File: config.mk
export PLATFORM = sky130hd
export DESIGN_NAME = sync_serial_port
export DESIGN_NICKNAME = d
export VERILOG_FILES = /design/src/rtl/ssp_pkg.sv /design/src/rtl/ssp_rate_gen.sv /design/src/rtl/ssp_pin_sync.sv /design/src/rtl/sync_serial_port.sv
export SDC_FILE = /design/constraint.sdc
export NUM_CORES = 1
export LEC_CHECK = 0
export BUFFER_PORTS_ARGS = -buffer_cell sky130_fd_sc_hd__buf_2
export CORE_ASPECT_RATIO = 1.5
export CORE_UTILIZATION = 40
export DETAILED_ROUTE_END_ITERATION = 8
export RECOVER_POWER = 25
export SLEW_MARGIN = 20
export SYNTH_ARGS = -nofsm -noshare
export SYNTH_HDL_FRONTEND = slang
export SYNTH_SLANG_ARGS = --single-unit
File: constraint.sdc
create_clock -name clk -period 3.1 [get_ports clk]
set_input_delay 0.62 -clock clk [delete_from_list [all_inputs] [get_ports clk]]
set_output_delay 0.62 -clock clk [all_outputs]
set_load 0.1 [all_outputs]
File: src/rtl/ssp_pkg.sv
package ssp_pkg;
  localparam int PRE_W = 6;

  function automatic logic [PRE_W-1:0] presc_len(input logic [1:0] sel);
    case (sel)
      2'd0:    presc_len = 6'd1;
      2'd1:    presc_len = 6'd2;
      2'd2:    presc_len = 6'd8;
      default: presc_len = 6'd32;
    endcase
  endfunction
endpackage

File: src/rtl/ssp_rate_gen.sv
module ssp_rate_gen
  import ssp_pkg::*;
#(
  parameter int DIV_W = 8
) (
  input  logic             clk,
  input  logic             rst,
  input  logic             run,
  input  logic [1:0]       sel,
  input  logic [DIV_W-1:0] divider,
  output logic             edge_ev
);
  logic [PRE_W-1:0] pre_cnt;
  logic [DIV_W-1:0] half_cnt;
  logic             tick;

  assign tick    = (pre_cnt == presc_len(sel) - 6'd1);
  assign edge_ev = run && tick && (half_cnt == divider);

  always_ff @(posedge clk) begin
    if (rst || !run) begin
      pre_cnt  <= '0;
      half_cnt <= '0;
    end else begin
      pre_cnt <= tick ? '0 : pre_cnt + 6'd1;
      if (tick) half_cnt <= (half_cnt == divider) ? '0 : half_cnt + 1'b1;
    end
  end

  // the prescale counter never runs past the longest prescale
  a_r3_pre_bound: assert property (@(posedge clk) disable iff (rst)
    pre_cnt < 6'd32);
endmodule

File: src/rtl/ssp_pin_sync.sv
module ssp_pin_sync (
  input  logic clk,
  input  logic rst,
  input  logic pin,
  output logic toggle_ev
);
  logic [2:0] sync_q;

  always_ff @(posedge clk) begin
    if (rst) sync_q <= '0;
    else     sync_q <= {sync_q[1:0], pin};
  end

  assign toggle_ev = sync_q[2] ^ sync_q[1];
endmodule

File: src/rtl/sync_serial_port.sv
module sync_serial_port
  import ssp_pkg::*;
#(
  parameter int DATA_W = 8,
  parameter int DIV_W  = 8
) (
  input  logic              clk,
  input  logic              rst,
  input  logic              master_mode,
  input  logic [1:0]        prescale_sel,
  input  logic [DIV_W-1:0]  divider,
  input  logic              clk_pol,
  input  logic              clk_phase,
  input  logic              tx_en,
  input  logic              rx_en,
  input  logic              tx_irq_sel,
  input  logic              tx_wr,
  input  logic [DATA_W-1:0] tx_data,
  input  logic              rx_rd,
  output logic [DATA_W-1:0] rx_data,
  output logic              tx_empty,
  output logic              rx_full,
  output logic              overrun,
  output logic              tx_irq,
  output logic              rx_irq,
  input  logic              sclk_in,
  output logic              sclk_out,
  input  logic              sdi,
  output logic              sdo
);
  localparam int CNT_W  = $clog2(2*DATA_W);
  localparam int BIT_W  = $clog2(DATA_W);
  localparam logic [CNT_W-1:0] EDGE_LAST = CNT_W'(2*DATA_W-1);
  localparam logic [BIT_W-1:0] OVR_BIT   = BIT_W'(DATA_W-2);

  logic              busy;
  logic [CNT_W-1:0]  edge_cnt;
  logic [BIT_W-1:0]  bit_cnt;
  logic [DATA_W-1:0] tx_buf, sh_tx, sh_rx, rx_next;
  logic              rx_on, ovr_hit;
  logic              gen_ev, pin_ev, ev;
  logic              launch, sample, last, idle_lvl, start;

  ssp_rate_gen #(.DIV_W(DIV_W)) i_rate (
    .clk(clk), .rst(rst), .run(busy && master_mode),
    .sel(prescale_sel), .divider(divider), .edge_ev(gen_ev)
  );

  ssp_pin_sync i_sync (
    .clk(clk), .rst(rst), .pin(sclk_in), .toggle_ev(pin_ev)
  );

  assign ev       = busy && (master_mode ? gen_ev : pin_ev);
  assign launch   = clk_phase ? edge_cnt[0] : ~edge_cnt[0];
  assign sample   = ~launch;
  assign last     = (edge_cnt == EDGE_LAST);
  assign idle_lvl = ~clk_pol;
  assign start    = !busy && tx_en && !tx_empty;
  assign rx_next  = {sh_rx[DATA_W-2:0], sdi};
  assign rx_data  = rx_buf_q;

  logic [DATA_W-1:0] rx_buf_q;

  always_ff @(posedge clk) begin
    if (rst) begin
      busy     <= 1'b0;
      edge_cnt <= '0;
      bit_cnt  <= '0;
      tx_buf   <= '0;
      sh_tx    <= '0;
      sh_rx    <= '0;
      rx_buf_q <= '0;
      rx_on    <= 1'b0;
      ovr_hit  <= 1'b0;
      tx_empty <= 1'b1;
      rx_full  <= 1'b0;
      overrun  <= 1'b0;
      tx_irq   <= 1'b0;
      rx_irq   <= 1'b0;
      sclk_out <= 1'b1;
      sdo      <= 1'b0;
    end else begin
      tx_irq <= 1'b0;
      rx_irq <= 1'b0;
      if (rx_rd)  rx_full <= 1'b0;
      if (!rx_en) overrun <= 1'b0;
      if (!busy) begin
        sclk_out <= idle_lvl;
        if (start) begin
          busy     <= 1'b1;
          tx_empty <= 1'b1;
          edge_cnt <= '0;
          bit_cnt  <= '0;
          rx_on    <= rx_en;
          ovr_hit  <= 1'b0;
          tx_irq   <= !tx_irq_sel;
          if (clk_phase) begin
            sdo   <= tx_buf[DATA_W-1];
            sh_tx <= {tx_buf[DATA_W-2:0], 1'b0};
          end else begin
            sh_tx <= tx_buf;
          end
        end
      end else if (ev) begin
        edge_cnt <= edge_cnt + 1'b1;
        if (master_mode) sclk_out <= ~sclk_out;
        if (launch) begin
          sdo   <= sh_tx[DATA_W-1];
          sh_tx <= {sh_tx[DATA_W-2:0], 1'b0};
        end
        if (sample) begin
          sh_rx   <= rx_next;
          bit_cnt <= bit_cnt + 1'b1;
          if (rx_on && bit_cnt == OVR_BIT && rx_full && !rx_rd) begin
            overrun <= 1'b1;
            ovr_hit <= 1'b1;
          end
        end
        if (last) begin
          busy   <= 1'b0;
          tx_irq <= tx_irq_sel;
          if (rx_on && !ovr_hit) begin
            rx_buf_q <= sample ? rx_next : sh_rx;
            rx_full  <= 1'b1;
            rx_irq   <= 1'b1;
          end
        end
      end
      if (tx_wr) begin
        tx_buf   <= tx_data;
        tx_empty <= 1'b0;
      end
    end
  end

  // a transfer begins only from an enabled, loaded buffer
  a_r2_start_gate: assert property (@(posedge clk) disable iff (rst)
    (busy && !$past(busy)) |-> $past(tx_en && !tx_empty));

  // a receive interrupt always comes with a full buffer
  a_r8_irq_with_full: assert property (@(posedge clk) disable iff (rst)
    rx_irq |-> rx_full);

  // the receive interrupt is a single-cycle pulse
  a_r8_irq_pulse: assert property (@(posedge clk) disable iff (rst)
    rx_irq |=> !rx_irq);

  // overrun holds while the receiver stays enabled
  a_r9_overrun_sticky: assert property (@(posedge clk) disable iff (rst)
    (overrun && rx_en) |=> overrun);

  // a master byte ends with the clock back at its idle level
  a_r3_ends_idle: assert property (@(posedge clk) disable iff (rst)
    (master_mode && $past(busy) && !busy && $stable(clk_pol)) |-> (sclk_out == ~clk_pol));
endmodule

# Word level (Yosys, flattened, before mapping)
# Index checks and enable logic that the tools add are counted.
[word_totals] regBits=66 in_bits=30 out_inout_bits=15 wordCells=128
[op_classes] n_addsub=5 eq_ne=12 mux=52 bitwise=7 n_reduce_logical=33
[op_table] operator="two-way mux 8 bit" count=7
[op_table] operator="two-way mux 1 bit" count=37
[op_table] operator="one-hot mux 6 bit (3 select lines)" count=1
[op_table] operator="two-way mux 3 bit" count=4
[op_table] operator="two-way mux 4 bit" count=3
[op_table] operator="AND reduction 4 bit" count=3
[op_table] operator="logical AND 1 bit" count=10
[op_table] operator="AND reduction 2 bit" count=5
[op_table] operator="adder 8 x 1 -> 8 bit, second input constant" count=1
[op_table] operator="== test 8 bit" count=1
[op_table] operator="adder 6 x 1 -> 6 bit, second input constant" count=1
[op_table] operator="== test 6 bit" count=1
[op_table] operator="logical NOT 1 bit" count=6
[op_table] operator="!= test 2 x 1 -> 1 bit, second input constant" count=3
[op_table] operator="!= test 2 bit, second input constant" count=3
[op_table] operator="NOT 1 bit" count=6
[op_table] operator="AND reduction 3 bit" count=2
[op_table] operator="nonzero test 2 bit" count=3
[op_table] operator="subtractor 6 x 1 -> 6 bit, second input constant" count=1
[op_table] operator="adder 4 x 1 -> 4 bit, second input constant" count=1
[op_table] operator="== test 4 bit, second input constant" count=1
[op_table] operator="OR reduction 4 bit" count=1
[op_table] operator="adder 3 x 1 -> 3 bit, second input constant" count=1
[op_table] operator="== test 3 bit, second input constant" count=1
[op_table] operator="6 further kinds" count=6

# Longest topological paths before layout
[logic_depth] word_depth=10 mapped_depth=9 mapped_depth_nobuf=8

# By module
# Synthesis repeated with hierarchy kept, for this count alone.
[hier_totals] hier_cells=342 area_unflattened_um2=3200.6
[by_module_without_submodules] mod="sync_serial_port" n_inst=1 cells_each=241 area_each_um2=2252.2 seq_area_each_um2=980.9
[by_module_without_submodules] mod="ssp_rate_gen" n_inst=1 cells_each=94 area_each_um2=860.8 seq_area_each_um2=280.3
[by_module_without_submodules] mod="ssp_pin_sync" n_inst=1 cells_each=7 area_each_um2=87.6 seq_area_each_um2=60.1

# Worst setup path after synthesis
# Ideal clock, no wire load.
[synth_path] kind="in2reg" from="input port prescale_sel[1]" to="register sh_tx[1]" setup_time_ps=121 arrival_time_ps=2583 required_ps=2979 setup_slack_ps=396 stages=9 path_buffers=1 path_cell_list="or2_2 > ha_1 > xnor2_1 > or3_1 > a21oi_2 > and3_1 > or3_1 > buf_4 > mux2_4"
[synth_between] elab_chain_cells=10 word_cells_on_any_way=12 classes_between="1 x add/sub; 4 x eq/ne; 2 x mux; 5 x reduce/logical"
[synth_rtl] item="start: declaration" line_no="sync_serial_port.sv:10" rtl="input logic [1:0] prescale_sel,"
[synth_rtl] item="== test 2 bit (tied with other cells)" line_no="ssp_pkg.sv:5" rtl="case (sel)"
[synth_rtl] item="one-hot mux 6 bit (3 select lines) (*)" line_no="ssp_pkg.sv:5"
[synth_rtl] item="subtractor 6 x 1 -> 6 bit (*)" line_no="ssp_rate_gen.sv:17" rtl="assign tick = (pre_cnt == presc_len(sel) - 6'd1);"
[synth_rtl] item="== test 6 bit (*)" line_no="ssp_rate_gen.sv:17"
[synth_rtl] item="logical AND 1 bit (*) (2 in a row)" line_no="ssp_rate_gen.sv:18" rtl="assign edge_ev = run && tick && (half_cnt == divider);"
[synth_rtl] item="two-way mux 1 bit (*)" line_no="sync_serial_port.sv:53" rtl="assign ev = busy && (master_mode ? gen_ev : pin_ev);"
[synth_rtl] item="logical AND 1 bit (*)" line_no="sync_serial_port.sv:53"
[synth_rtl] item="!= test 2 x 1 -> 1 bit (no line) (*)"
[synth_rtl] item="AND reduction 3 bit (no line) (*)"
[synth_rtl] item="end signal: assignment" line_no="sync_serial_port.sv:99" rtl="sh_tx <= {tx_buf[DATA_W-2:0], 1'b0};"
[synth_rtl] item="end signal: assignment" line_no="sync_serial_port.sv:101" rtl="sh_tx <= tx_buf;"
[synth_rtl] item="end signal: assignment" line_no="sync_serial_port.sv:109" rtl="sh_tx <= {sh_tx[DATA_W-2:0], 1'b0};"
[synth_rtl] item="end: declaration" line_no="sync_serial_port.sv:39" rtl="logic [DATA_W-1:0] tx_buf, sh_tx, sh_rx, rx_next;"
# Mark *: on every way between the ends. The rest lies on a longest branch, timed or not.
# A chain may end at the register's enable or synchronous reset.

# Worst setup path in the final report
[layout_path] from="input port prescale_sel[1]" to="register rx_buf_q[1], in the netlist rx_data[1]"
[layout_between] elab_chain_cells=9 word_cells_on_any_way=11 classes_between="1 x add/sub; 3 x eq/ne; 2 x mux; 5 x reduce/logical"
[layout_rtl] item="== test 2 bit (tied with other cells)" line_no="ssp_pkg.sv:5"
[layout_rtl] item="one-hot mux 6 bit (3 select lines) (*)" line_no="ssp_pkg.sv:5"
[layout_rtl] item="subtractor 6 x 1 -> 6 bit (*)" line_no="ssp_rate_gen.sv:17"
[layout_rtl] item="== test 6 bit (*)" line_no="ssp_rate_gen.sv:17"
[layout_rtl] item="logical AND 1 bit (*) (2 in a row)" line_no="ssp_rate_gen.sv:18"
[layout_rtl] item="two-way mux 1 bit (*)" line_no="sync_serial_port.sv:53"
[layout_rtl] item="logical AND 1 bit (*)" line_no="sync_serial_port.sv:53"
[layout_rtl] item="AND reduction 4 bit (no line) (*)"
[layout_rtl] item="end signal: assignment" line_no="sync_serial_port.sv:123" rtl="rx_buf_q <= sample ? rx_next : sh_rx;"
[layout_rtl] item="end: declaration" line_no="sync_serial_port.sv:62" rtl="logic [DATA_W-1:0] rx_buf_q;"
# Marks and branches as above.

==> metrics.md <==
| Metric | Value |
|---|---|
| Status | `complete, no violations` |
| HP Class | `register to register` |
| Hold buffer count at cts | `0` |
| Pin count of the biggest net entering global routing | `45` |
| Number of iterations in the first detailed-routing pass | `4` |
| RSZ-0062 raised after global routing | `false` |
| First-pass GRT wire length | `12.2 mm` |
| Critical path class | `primary input to register` |
| # rows | `39` |
| Nets | `438` |
| Setup bufs post-CTS | `0` |
| Maximum VDD drop | `0.000281 V` |
| Dpl ws | `155 ps` |
| Post-synth EDFFs | `0` |
| Num Clock Sinks | `66` |
| Max-cap violations | `0` |
| CTS clk-pin slew, worst paths | `50 ps` |
| Seq. cell area | `roughly 1300 sq um` |
| Multi-input gate area | `1710 sq um` |
| Vias | `between 2k and 3k` |
| Worst Path Required | `3320 ps` |
| Crit. End Element | `register` |
| DRT antenna net count | `0` |
| Initial antenna violation count | `0` |
| Area leader, netlist | `dfxtp_1` |
| Die area | `8230 sq um` |
| Register area share after synthesis | `0.420` |
| #FFs+latches synth | `66` |
| Asr flop ratio synth | `0` |
| Critical Path AT | `2850 ps` |
| Syn avg cell area | `~8.8 sq um` |
| Post-synth top area share | `0.420` |
| Gr usage total | `0.190` |
| Setup TNS | `0 ps` |
| CP peak stage delay | `between 300 and 400 ps` |
| Max_slew headroom | `0.228` |
| WL per Instance | `14.1 um` |
| CP max FO | `17` |
| Final WL | `7.17 mm` |
| Post-synth top cells | `66 x dfxtp_1, 48 x nor2_1, 31 x nand2_1, 23 x a21oi_1` |
| Period minus WS final | `2630 ps` |
| Via density | `5.32` |
| Fin. Hold Viols | `0` |
| Count of different cell masters after synthesis | `46` |
| Core area | `around 7600 sq um` |
| Ys Warns | `0` |
| Final Setup Violations | `0` |
| Gr ovfl total | `0` |
| DR iter-0 viols | `115` |
| DR DRC count | `0` |
| Die Ht | `111 um` |
| Starting Density | `0.413` |
| Worst slew pin tran | `about 1200 ps` |
| # IOs | `45` |
| Crit start category | `primary input` |
| Post-CTS resize count | `0` |
| Total power | `1950 uW` |
| Crit path cell chain | `buf_2 -> or2_2 -> ha_1 -> xnor2_1 -> or3_1 -> a21oi_2 -> a31o_2 -> buf_4 -> a31oi_1 -> a311oi_1` |
| Port bufs | `44` |
| Setup WS post-layout | `475 ps` |
| Netlist Area Pre-Place | `3150 sq um` |
| Die width | `74.4 um` |
| Vias in the first global route | `2727` |
| WHS | `452 ps` |
| Core Util, Final | `0.490` |
| Total nets after synthesis | `395` |
| Leakage | `0.00142 uW` |
| Tcrit/Tclk final | `0.847` |
| Max Root-Sink Buffers | `2` |
| HPWL after DPL | `around 4.9 mm` |
| Antenna diode count | `0` |
| Max frequency | `around 380 MHz` |
| Routability cong. | `0.784` |
| Top flip-flop cell by instance count after synthesis | `dfxtp_1` |
| Max H-tree Level | `3` |
| Top cells by area, synth | `dfxtp_1 42%, nor2_1 5.7%, mux2i_1 5.1%` |
| Clk root buf | `clkbuf_16` |
| Number of fill cells in the layout | `779` |
| Cell Pwr Density | `521 nW/um^2` |
| Setup Skew | `5.04 ps` |
| CTS buffer count | `9` |
| Count leader, synth | `dfxtp_1` |
| Area Growth Syn to Fin | `18.7%` |
| Clock Latency Late Sink | `330 ps` |
| Max Slew Vio Count | `0` |
| Critical path's slowest cell | `or3_1` |
| TritonCTS clock tree | `built` |
| Gate Count Post-Synth | `359` |
| Layout cells sized above 1 | `0.189` |
[flip-flops by register name, summed over array words and instances, names as in the netlist, 3 cells and up]
| signal | count |
|---|---|
| i_rate.half_cnt | 8 |
| bit_cnt | 3 |
| i_rate.pre_cnt | 6 |
| edge_cnt | 4 |
| tx_buf | 8 |
| sh_rx | 8 |
| i_sync.sync_q | 3 |
| rx_data | 8 |
| sh_tx | 8 |
[path summary, 6_finish.rpt]
check / startpoint / to / slack [ps] / cells past startpoint
worst max-delay path: prescale_sel[1] / rx_data[1] / 470 / 10
worst min-delay path: i_sync.sync_q[0] / i_sync.sync_q[1] / 450 / 1
worst max register to register: busy / sh_tx[1] / 680 / 5
worst min register to register: i_sync.sync_q[0] / i_sync.sync_q[1] / 450 / 1
[cell usage in the layout, fill, tap and decap left out, types with 2 or more instances in the layout]
master / n
buf_2: 35
or3_1: 3
inv_1: 5
a211oi_1: 2
a31o_2: 2
xor2_1: 11
or2_2: 4
nor2_1: 48
a311oi_1: 9
o21ai_0: 15
mux2_4: 7
nand2b_1: 3
nand3_1: 16
a21oi_1: 23
buf_4: 8
nor2b_1: 10
dfxtp_1: 66
mux2i_1: 16
o211ai_1: 2
nand3b_1: 2
clkbuf_16: 9
o311ai_0: 2
nor3b_1: 2
a31oi_1: 9
nand4_1: 7
clkbuf_1: 12
and3_1: 7
ha_1: 6
nand2_1: 31
xnor2_1: 14
clkinv_2: 3
[metrics by stage]
| step | std cells | cell area (sq um) |
|---|---|---|
| after CTS | 509 | 3750 |
| after floorplan | 359 | 3150 |
| final | 509 | 3730 |
| after global placement | 493 | 3480 |
| after detailed placement | 493 | 3480 |
| after global routing | 509 | 3730 |
[layer usage]
metal | vias to the layer above | global-route usage | share of wire
li1 | 1357 | - | -
met1 | 1275 | 0.234 | 0.46
met2 | 61 | 0.296 | 0.47
met3 | 13 | 0.0538 | 0.044
met4 | 0 | 0.0943 | 0.026
met5 | - | 0 | 0
[where the power goes]
part | switching, uW | internal [uW]
combinational | 103 | 62.4
clock | 345 | 559
sequential | 13.9 | 864
[cells by family after synthesis]
kind of cell	Yosys count	share of synthesized area
and+or+nand+nor	138	0.209
AOI/OAI and AO/OA	74	0.156
DFF	66	0.420
buffers and inverters	27	0.0374
xor gates and xnor gates	25	0.0696
muxes	23	0.0843
adders and majority gates	6	0.0239
[critical path: cells and delay by family]
family / cells / cell delay, ps
compound gates: 4 / 790
fa+ha+maj: 1 / 310
xor+xnor: 1 / 120
buf+inv: 2 / 360
simple gates: 2 / 640
[cell type report]
type / instances / area share
Multi-Input combinational cell: 266 / 0.457
Sequential cell: 66 / 0.354
Timing Repair Buffer: 54 / 0.0788
Clock buffer: 13 / 0.0670
Tap cell: 102 / 0.0342
Inverter: 5 / 0.00503
Clock inverter: 3 / 0.00402
(Power assumes the default switching activity.)
